<file path="src/rtl/qos_arb_pkg.sv">
package qos_arb_pkg;
  typedef logic [1:0] qos_t;

  localparam qos_t QOS_BACKGROUND = 2'd0;
  localparam qos_t QOS_BANDWIDTH  = 2'd1;
  localparam qos_t QOS_LATENCY    = 2'd2;
  localparam qos_t QOS_CRITICAL   = 2'd3;

  // Levels below this threshold wait one cycle before competing.
  localparam qos_t QOS_FAST_MIN   = QOS_LATENCY;

  localparam logic [3:0] CFG_FULL_WORD = 4'hF;
endpackage

</file>
<file path="src/rtl/qos_cfg_regs.sv">
module qos_cfg_regs
  import qos_arb_pkg::*;
#(
  parameter int N        = 5,
  parameter int TRACE_ID = 4,
  parameter logic [2*N-1:0] QOS_RESET = '1,
  localparam int SW = (N > 1) ? $clog2(N) : 1
) (
  input  logic                 clk,
  input  logic                 rst_n,
  input  logic                 cfg_we,
  input  logic [SW-1:0]        cfg_sel,
  input  logic [3:0]           cfg_be,
  input  logic [31:0]          cfg_wdata,
  output logic [31:0]          cfg_rdata,
  output qos_t [N-1:0]         lvl_o
);

  logic full_wr;
  assign full_wr = cfg_we && (cfg_be == CFG_FULL_WORD);

  for (genvar p = 0; p < N; p++) begin : g_port
    if (p == TRACE_ID) begin : g_fixed
      assign lvl_o[p] = QOS_CRITICAL;
    end else begin : g_prog
      qos_t lvl_q;
      always_ff @(posedge clk) begin
        if (!rst_n)
          lvl_q <= QOS_RESET[2*p +: 2];
        else if (full_wr && cfg_sel == SW'(p))
          lvl_q <= cfg_wdata[1:0];
      end
      assign lvl_o[p] = lvl_q;
    end
  end

  always_comb begin
    cfg_rdata = '0;
    if (int'(cfg_sel) < N)
      cfg_rdata[1:0] = lvl_o[cfg_sel];
  end

  // partial-word writes leave every level untouched
  p_partial_ignored_r9: assert property (@(posedge clk) disable iff (!rst_n)
    (cfg_we && cfg_be != CFG_FULL_WORD) |=> $stable(lvl_o));

  // trace port level never moves off the top level
  p_trace_fixed_r8: assert property (@(posedge clk) disable iff (!rst_n)
    cfg_we |=> (lvl_o[TRACE_ID] == QOS_CRITICAL) && $stable(lvl_o[TRACE_ID]));

endmodule

</file>
<file path="src/rtl/qos_elig.sv">
module qos_elig
  import qos_arb_pkg::*;
#(
  parameter int N = 5
) (
  input  logic         clk,
  input  logic         rst_n,
  input  logic [N-1:0] req,
  input  logic [N-1:0] gnt,
  input  qos_t [N-1:0] lvl,
  output logic [N-1:0] elig
);

  logic [N-1:0] waited_q;

  always_ff @(posedge clk) begin
    if (!rst_n) waited_q <= '0;
    else        waited_q <= req & ~gnt;
  end

  for (genvar i = 0; i < N; i++) begin : g_el
    assign elig[i] = req[i] && ((lvl[i] >= QOS_FAST_MIN) || waited_q[i]);

    // a slow-level grant needs a request held from the previous cycle
    p_slow_waits_r3: assert property (@(posedge clk) disable iff (!rst_n)
      (gnt[i] && lvl[i] < QOS_FAST_MIN) |-> $past(req[i]));
  end

endmodule

</file>
<file path="src/rtl/qos_pick.sv">
module qos_pick
  import qos_arb_pkg::*;
#(
  parameter int N = 5
) (
  input  logic         clk,
  input  logic         rst_n,
  input  logic [N-1:0] elig,
  input  qos_t [N-1:0] lvl,
  output logic [N-1:0] gnt
);

  qos_t best;
  logic any;
  int   win;

  always_comb begin
    best = QOS_BACKGROUND;
    any  = 1'b0;
    win  = 0;
    for (int i = 0; i < N; i++) begin
      // strict compare keeps the lowest index on a tie
      if (elig[i] && (!any || lvl[i] > best)) begin
        best = lvl[i];
        any  = 1'b1;
        win  = i;
      end
    end
    gnt = '0;
    if (any) gnt[win] = 1'b1;
  end

  // never more than one grant
  p_one_grant_r4: assert property (@(posedge clk) disable iff (!rst_n)
    $onehot0(gnt));

  // a grant always lands on an eligible request
  p_gnt_eligible_r4: assert property (@(posedge clk) disable iff (!rst_n)
    (gnt & ~elig) == '0);

  // any eligible request yields a grant
  p_no_idle_r4: assert property (@(posedge clk) disable iff (!rst_n)
    (elig != '0) |-> (gnt != '0));

endmodule

</file>
<file path="src/rtl/qos_sram_arbiter.sv">
module qos_sram_arbiter
  import qos_arb_pkg::*;
#(
  parameter int N        = 5,
  parameter int AW       = 8,
  parameter int DW       = 16,
  parameter int TRACE_ID = 4,
  parameter logic [2*N-1:0] QOS_RESET = 10'b11_11_10_10_11,
  localparam int SW = (N > 1) ? $clog2(N) : 1
) (
  input  logic            clk,
  input  logic            rst_n,
  input  logic [N-1:0]    req_valid,
  output logic [N-1:0]    req_ready,
  input  logic [N-1:0]    req_we,
  input  logic [N*AW-1:0] req_addr,
  input  logic [N*DW-1:0] req_wdata,
  output logic [N-1:0]    rsp_valid,
  output logic [DW-1:0]   rsp_rdata,
  output logic            mem_en,
  output logic            mem_we,
  output logic [AW-1:0]   mem_addr,
  output logic [DW-1:0]   mem_wdata,
  input  logic [DW-1:0]   mem_rdata,
  input  logic            cfg_we,
  input  logic [SW-1:0]   cfg_sel,
  input  logic [3:0]      cfg_be,
  input  logic [31:0]     cfg_wdata,
  output logic [31:0]     cfg_rdata
);

  qos_t [N-1:0] lvl;
  logic [N-1:0] elig;
  logic [N-1:0] gnt;

  qos_cfg_regs #(.N(N), .TRACE_ID(TRACE_ID), .QOS_RESET(QOS_RESET)) u_cfg (
    .clk(clk), .rst_n(rst_n), .cfg_we(cfg_we), .cfg_sel(cfg_sel),
    .cfg_be(cfg_be), .cfg_wdata(cfg_wdata), .cfg_rdata(cfg_rdata), .lvl_o(lvl)
  );

  qos_elig #(.N(N)) u_elig (
    .clk(clk), .rst_n(rst_n), .req(req_valid), .gnt(gnt), .lvl(lvl), .elig(elig)
  );

  qos_pick #(.N(N)) u_pick (
    .clk(clk), .rst_n(rst_n), .elig(elig), .lvl(lvl), .gnt(gnt)
  );

  assign req_ready = gnt;

  always_comb begin
    mem_en    = |gnt;
    mem_we    = 1'b0;
    mem_addr  = '0;
    mem_wdata = '0;
    for (int i = 0; i < N; i++) begin
      if (gnt[i]) begin
        mem_we    = req_we[i];
        mem_addr  = req_addr[i*AW +: AW];
        mem_wdata = req_wdata[i*DW +: DW];
      end
    end
  end

  always_ff @(posedge clk) begin
    if (!rst_n) rsp_valid <= '0;
    else        rsp_valid <= gnt & ~req_we;
  end

  assign rsp_rdata = mem_rdata;

  for (genvar i = 0; i < N; i++) begin : g_chk
    // a response follows only a read grant one cycle earlier
    p_rsp_after_read_r6: assert property (@(posedge clk) disable iff (!rst_n)
      rsp_valid[i] |-> $past(req_ready[i] && !req_we[i]));

    // ready only toward a requesting port
    p_ready_needs_valid_r4: assert property (@(posedge clk) disable iff (!rst_n)
      req_ready[i] |-> req_valid[i]);
  end

  // the SRAM strobe mirrors the presence of a grant
  p_strobe_r5: assert property (@(posedge clk) disable iff (!rst_n)
    mem_en == (req_ready != '0));

endmodule

</file>
<file path="config.mk">
export PLATFORM = sky130hd
export DESIGN_NAME = qos_sram_arbiter
export DESIGN_NICKNAME = d
export VERILOG_FILES = /design/src/rtl/qos_arb_pkg.sv /design/src/rtl/qos_cfg_regs.sv /design/src/rtl/qos_elig.sv /design/src/rtl/qos_pick.sv /design/src/rtl/qos_sram_arbiter.sv
export SDC_FILE = /design/constraint.sdc
export NUM_CORES = 1
export LEC_CHECK = 0
export BUFFER_PORTS_ARGS = -buffer_cell sky130_fd_sc_hd__buf_2
export CAP_MARGIN = 20
export CORE_AREA = 2 2 106 108
export DETAILED_ROUTE_END_ITERATION = 16
export DIE_AREA = 0 0 108 110
export MAX_ROUTING_LAYER = met4
export PLACE_DENSITY = 0.65
export SETUP_SLACK_MARGIN = 0.02
export SYNTH_ARGS = -nofsm -noshare
export SYNTH_HDL_FRONTEND = slang
export SYNTH_HIERARCHICAL = 1
export SYNTH_SLANG_ARGS = --single-unit
</file>
<file path="constraint.sdc">
create_clock -name clk -period 13.91 [get_ports clk]
set_input_delay 0.6955 -clock clk [delete_from_list [all_inputs] [get_ports clk]]
set_output_delay 0.6955 -clock clk [all_outputs]
set_load 0.03 [all_outputs]
</file>
==> flow_summary.json <==
{
  "synth-xor-area-share_pct": 0,
  "grt_pass1_vias": 2693,
  "yosys.area.top_type": "buf_4",
  "cp-end-kind": "output port",
  "synthTopCellsByArea": "buf_4 15%, dfxtp_1 14%, nor2b_1 9.0%",
  "drt_wl_total_um": 9850,
  "wl_met1_um": 3560,
  "stdcell_area_um2": 3410,
  "holdCritPathClass": "flip-flop to flip-flop",
  "worstPathMaxFanout": 23,
  "viasPerCell": 4.86,
  "max_slew_margin_pct": 32.5,
  "startpoint_type": "input port",
  "synth_top_area_share_pct": 15.4,
  "synth_compound_area_share_pct": 34.6,
  "crit_arrival_ns": 8.13,
  "multiInputGateArea_um2": 1810,
  "num_io_pins": 272,
  "hold_viol": 0,
  "cpMostUsedCell": "ha_1",
  "maxCapViolations": 0,
  "wl_per_cell_um": 16.4,
  "grt_start_max_net_pins": 54,
  "htreeDepth": 1,
  "antenna_found_initial": 2,
  "finalMaxSlewViolations": 0,
  "die_h_um": 110,
  "async_flop_share_pct": 0,
  "drive_gt1_share_pct": 47.3,
  "powerDensity_nw_per_um2": 85.8,
  "final_nets": 655,
  "overflow": 0,
  "synth-simple-area-share_pct": 22.4,
  "cts_tree": "done",
  "cts.sinks": 18,
  "postPlaceCellArea_um2": 3300,
  "cts_buffers": 3,
  "synth-edff-count": 0,
  "synth_mux_area_share_pct": 4.47,
  "synth.ff_latch_count": 18,
  "syn_to_final_growth_pct": 32.5,
  "cts-root-buf": "clkbuf_8",
  "critPathTopFamily": "compound AO/OA/AOI/OAI gates",
  "routed.top_layer": "met4",
  "clk_latency_ns": 0.26,
  "worstMarginPinSlew_ns": 1.01,
  "rows": 38,
  "wl_met3_um": 1030,
  "syn_area_per_cell_um2": 8.31,
  "synth_top_family_by_area": "compound AO/OA/AOI/OAI gates",
  "core_area_um2": 10700,
  "syn_inst": 310,
  "port_buffers": 179,
  "syn-cell-area_um2": 2580,
  "synth_flop_cell": "dfxtp_1",
  "status": "finished, final reports clean",
  "setup.worst_path.class": "input port to output port",
  "period_needed_ns": 8.83,
  "timing.final.ws_setup_ns": 5.08,
  "drt_first_pass_iters": 4,
  "layout_worst_path_cycle_share_pct": 63.5,
  "cp_slowest_stage_delay_ns": 0.78,
  "grt_pass1_wl_um": 14000,
  "route.met2.wl_um": 5050,
  "drc": 0,
  "gr-usage-all-layers_pct": 15.7,
  "peakVddDrop_v": 0.0000307,
  "dieArea_um2": 11900,
  "n_fill_cell": 1164,
  "hold_buffers": 0,
  "yosysWarnings": 6,
  "synth-adder-area-share_pct": 3.40,
  "setup_violations": 0,
  "cp_data_required_time_ns": 13.21,
  "synth_cell_types": 54,
  "ant_nets": 0,
  "rsz0062_at_grt": "no",
  "via_count": 2920,
  "path_buf_inv": 3,
  "clock_path_buffers": 2,
  "cts_setup_buffers": 0,
  "power_leakage_uw": 0.00170,
  "regArea_um2": 360,
  "hpwl_um": 7840,
  "max_freq_mhz": 113,
  "slowest_stage": "nor3b_1",
  "clk_pin_slew_ns": 0.07,
  "tns_ns": 0,
  "start_util_pct": 24.1,
  "post_cts_resize_count": 0,
  "gp_congestion": 0.831,
  "yosysSeqAreaShare_pct": 14.0,
  "fp.dieW_um": 108,
  "fin_skew_ns": 0.00546,
  "preCtsSetupSlack_ns": 5.14,
  "first_iter_violations": 121
}
-- sequential cells by signal, indices dropped and copies added, names as in the netlist --
| signal | flops |
|---|---|
| u_elig/waited_q | 5 |
| rsp_valid | 5 |
| u_cfg/g_port.g_prog.lvl_q | 8 |
-- power by group --
group          switching [µW]  total [µW]  internal, µW
registers               0.551        53.7          53.2
logic                     125         194          69.4
clock network            19.9        45.1          25.2
total                     145         293           148
-- cell families (layout without fill, tap and decap cells) --
family                   count (synthesis)  after routing
other                                    2             34
multiplexers                            11             11
AND/OR/NAND/NOR                         89             89
AO/OA/AOI/OAI                          103            103
flip-flops                              18             18
adder cells (fa/ha/maj)                  7              7
buffers and inverters                   80            199
-- path summary, 6_finish.rpt --
path                                                start                                      endpoint  slack, ns  cells past startpoint
max                                          req_valid[0]                                 mem_wdata[10]       5.08                     29
min          u_cfg/g_port[2].g_prog.lvl_q[0]$_SDFFE_PN0P_  u_cfg/g_port[2].g_prog.lvl_q[0]$_SDFFE_PN0P_       0.51                      2
min reg2reg  u_cfg/g_port[2].g_prog.lvl_q[0]$_SDFFE_PN0P_  u_cfg/g_port[2].g_prog.lvl_q[0]$_SDFFE_PN0P_       0.51                      2
max reg2reg  u_cfg/g_port[0].g_prog.lvl_q[1]$_SDFFE_PN1P_                 u_elig/waited_q[1]$_SDFF_PN0_       7.11                     27
-- per-stage QoR --
step	util (%)	hold WS (ns)	std cells	power, µW
final	31.9	0.513	601	293
after global routing	31.9	0.527	601	310
after CTS	31.3	0.518	597	290
after detailed placement	30.8	0.511	593	244
after global placement	30.8	0.495	593	241
after floorplan	-	0.460	340	206
-- layout make-up --
type | instances | share of cell area [%]
clock buffers | 4 | 1.61
inverters | 12 | 1.32
flip-flops and latches | 18 | 10.6
repair buffers | 183 | 28.3
diodes | 2 | 0.147
multi-input cells | 242 | 52.9
well taps | 140 | 5.13
-- cell usage after synthesis, types with 2 or more instances --
library cell / n
a21oi_1: 4
o21ai_0: 2
a211o_1: 2
and2_2: 2
o31ai_1: 15
nor2b_1: 37
and3b_1: 7
a22oi_1: 23
mux2i_1: 10
a221oi_2: 3
inv_1: 11
nand2_1: 13
o31ai_2: 9
buf_4: 53
nand3_1: 2
buf_2: 4
and2_1: 3
o22ai_1: 3
conb_1: 2
a221oi_1: 22
o21a_1: 5
nand3b_1: 2
o211ai_1: 5
buf_6: 2
dfxtp_1: 18
or4_4: 2
nor2_1: 7
ha_1: 7
clkbuf_1: 8
nor3b_1: 2
a2bb2oi_1: 2
-- worst reg2reg max path, delay by kind of cell, from the launching register on --
| family | cells | cell delay, ns |
|---|---|---|
| AOI/OAI and AO/OA | 11 | 2.71 |
| and+or+nand+nor | 8 | 1.64 |
| adders and majority gates | 4 | 1.12 |
| buffers and inverters | 3 | 0.52 |
| DFF | 1 | 0.38 |
| muxes | 1 | 0.32 |
-- cells in the final DEF (no fill, tap or decap), types with 6 or more instances in the layout --
cell      Yosys  routed
nor2_1        7       6
nor2b_1      37      36
o31ai_2       9       9
nand2_1      13      13
ha_1          7       7
mux2i_1      10      10
conb_1        2      32
and3b_1       7       7
buf_2         4     179
o31ai_1      15      15
a221oi_1     22      22
a22oi_1      23      23
dfxtp_1      18      18
inv_1        11      11
-- routing by layer --
layer	up-vias	GRT usage (%)
met5	-	-
met4	0	4.67
met1	1357	16.0
met2	159	28.8
li1	1391	-
met3	13	5.06
Note: power is estimated with default switching activity, not from simulation.
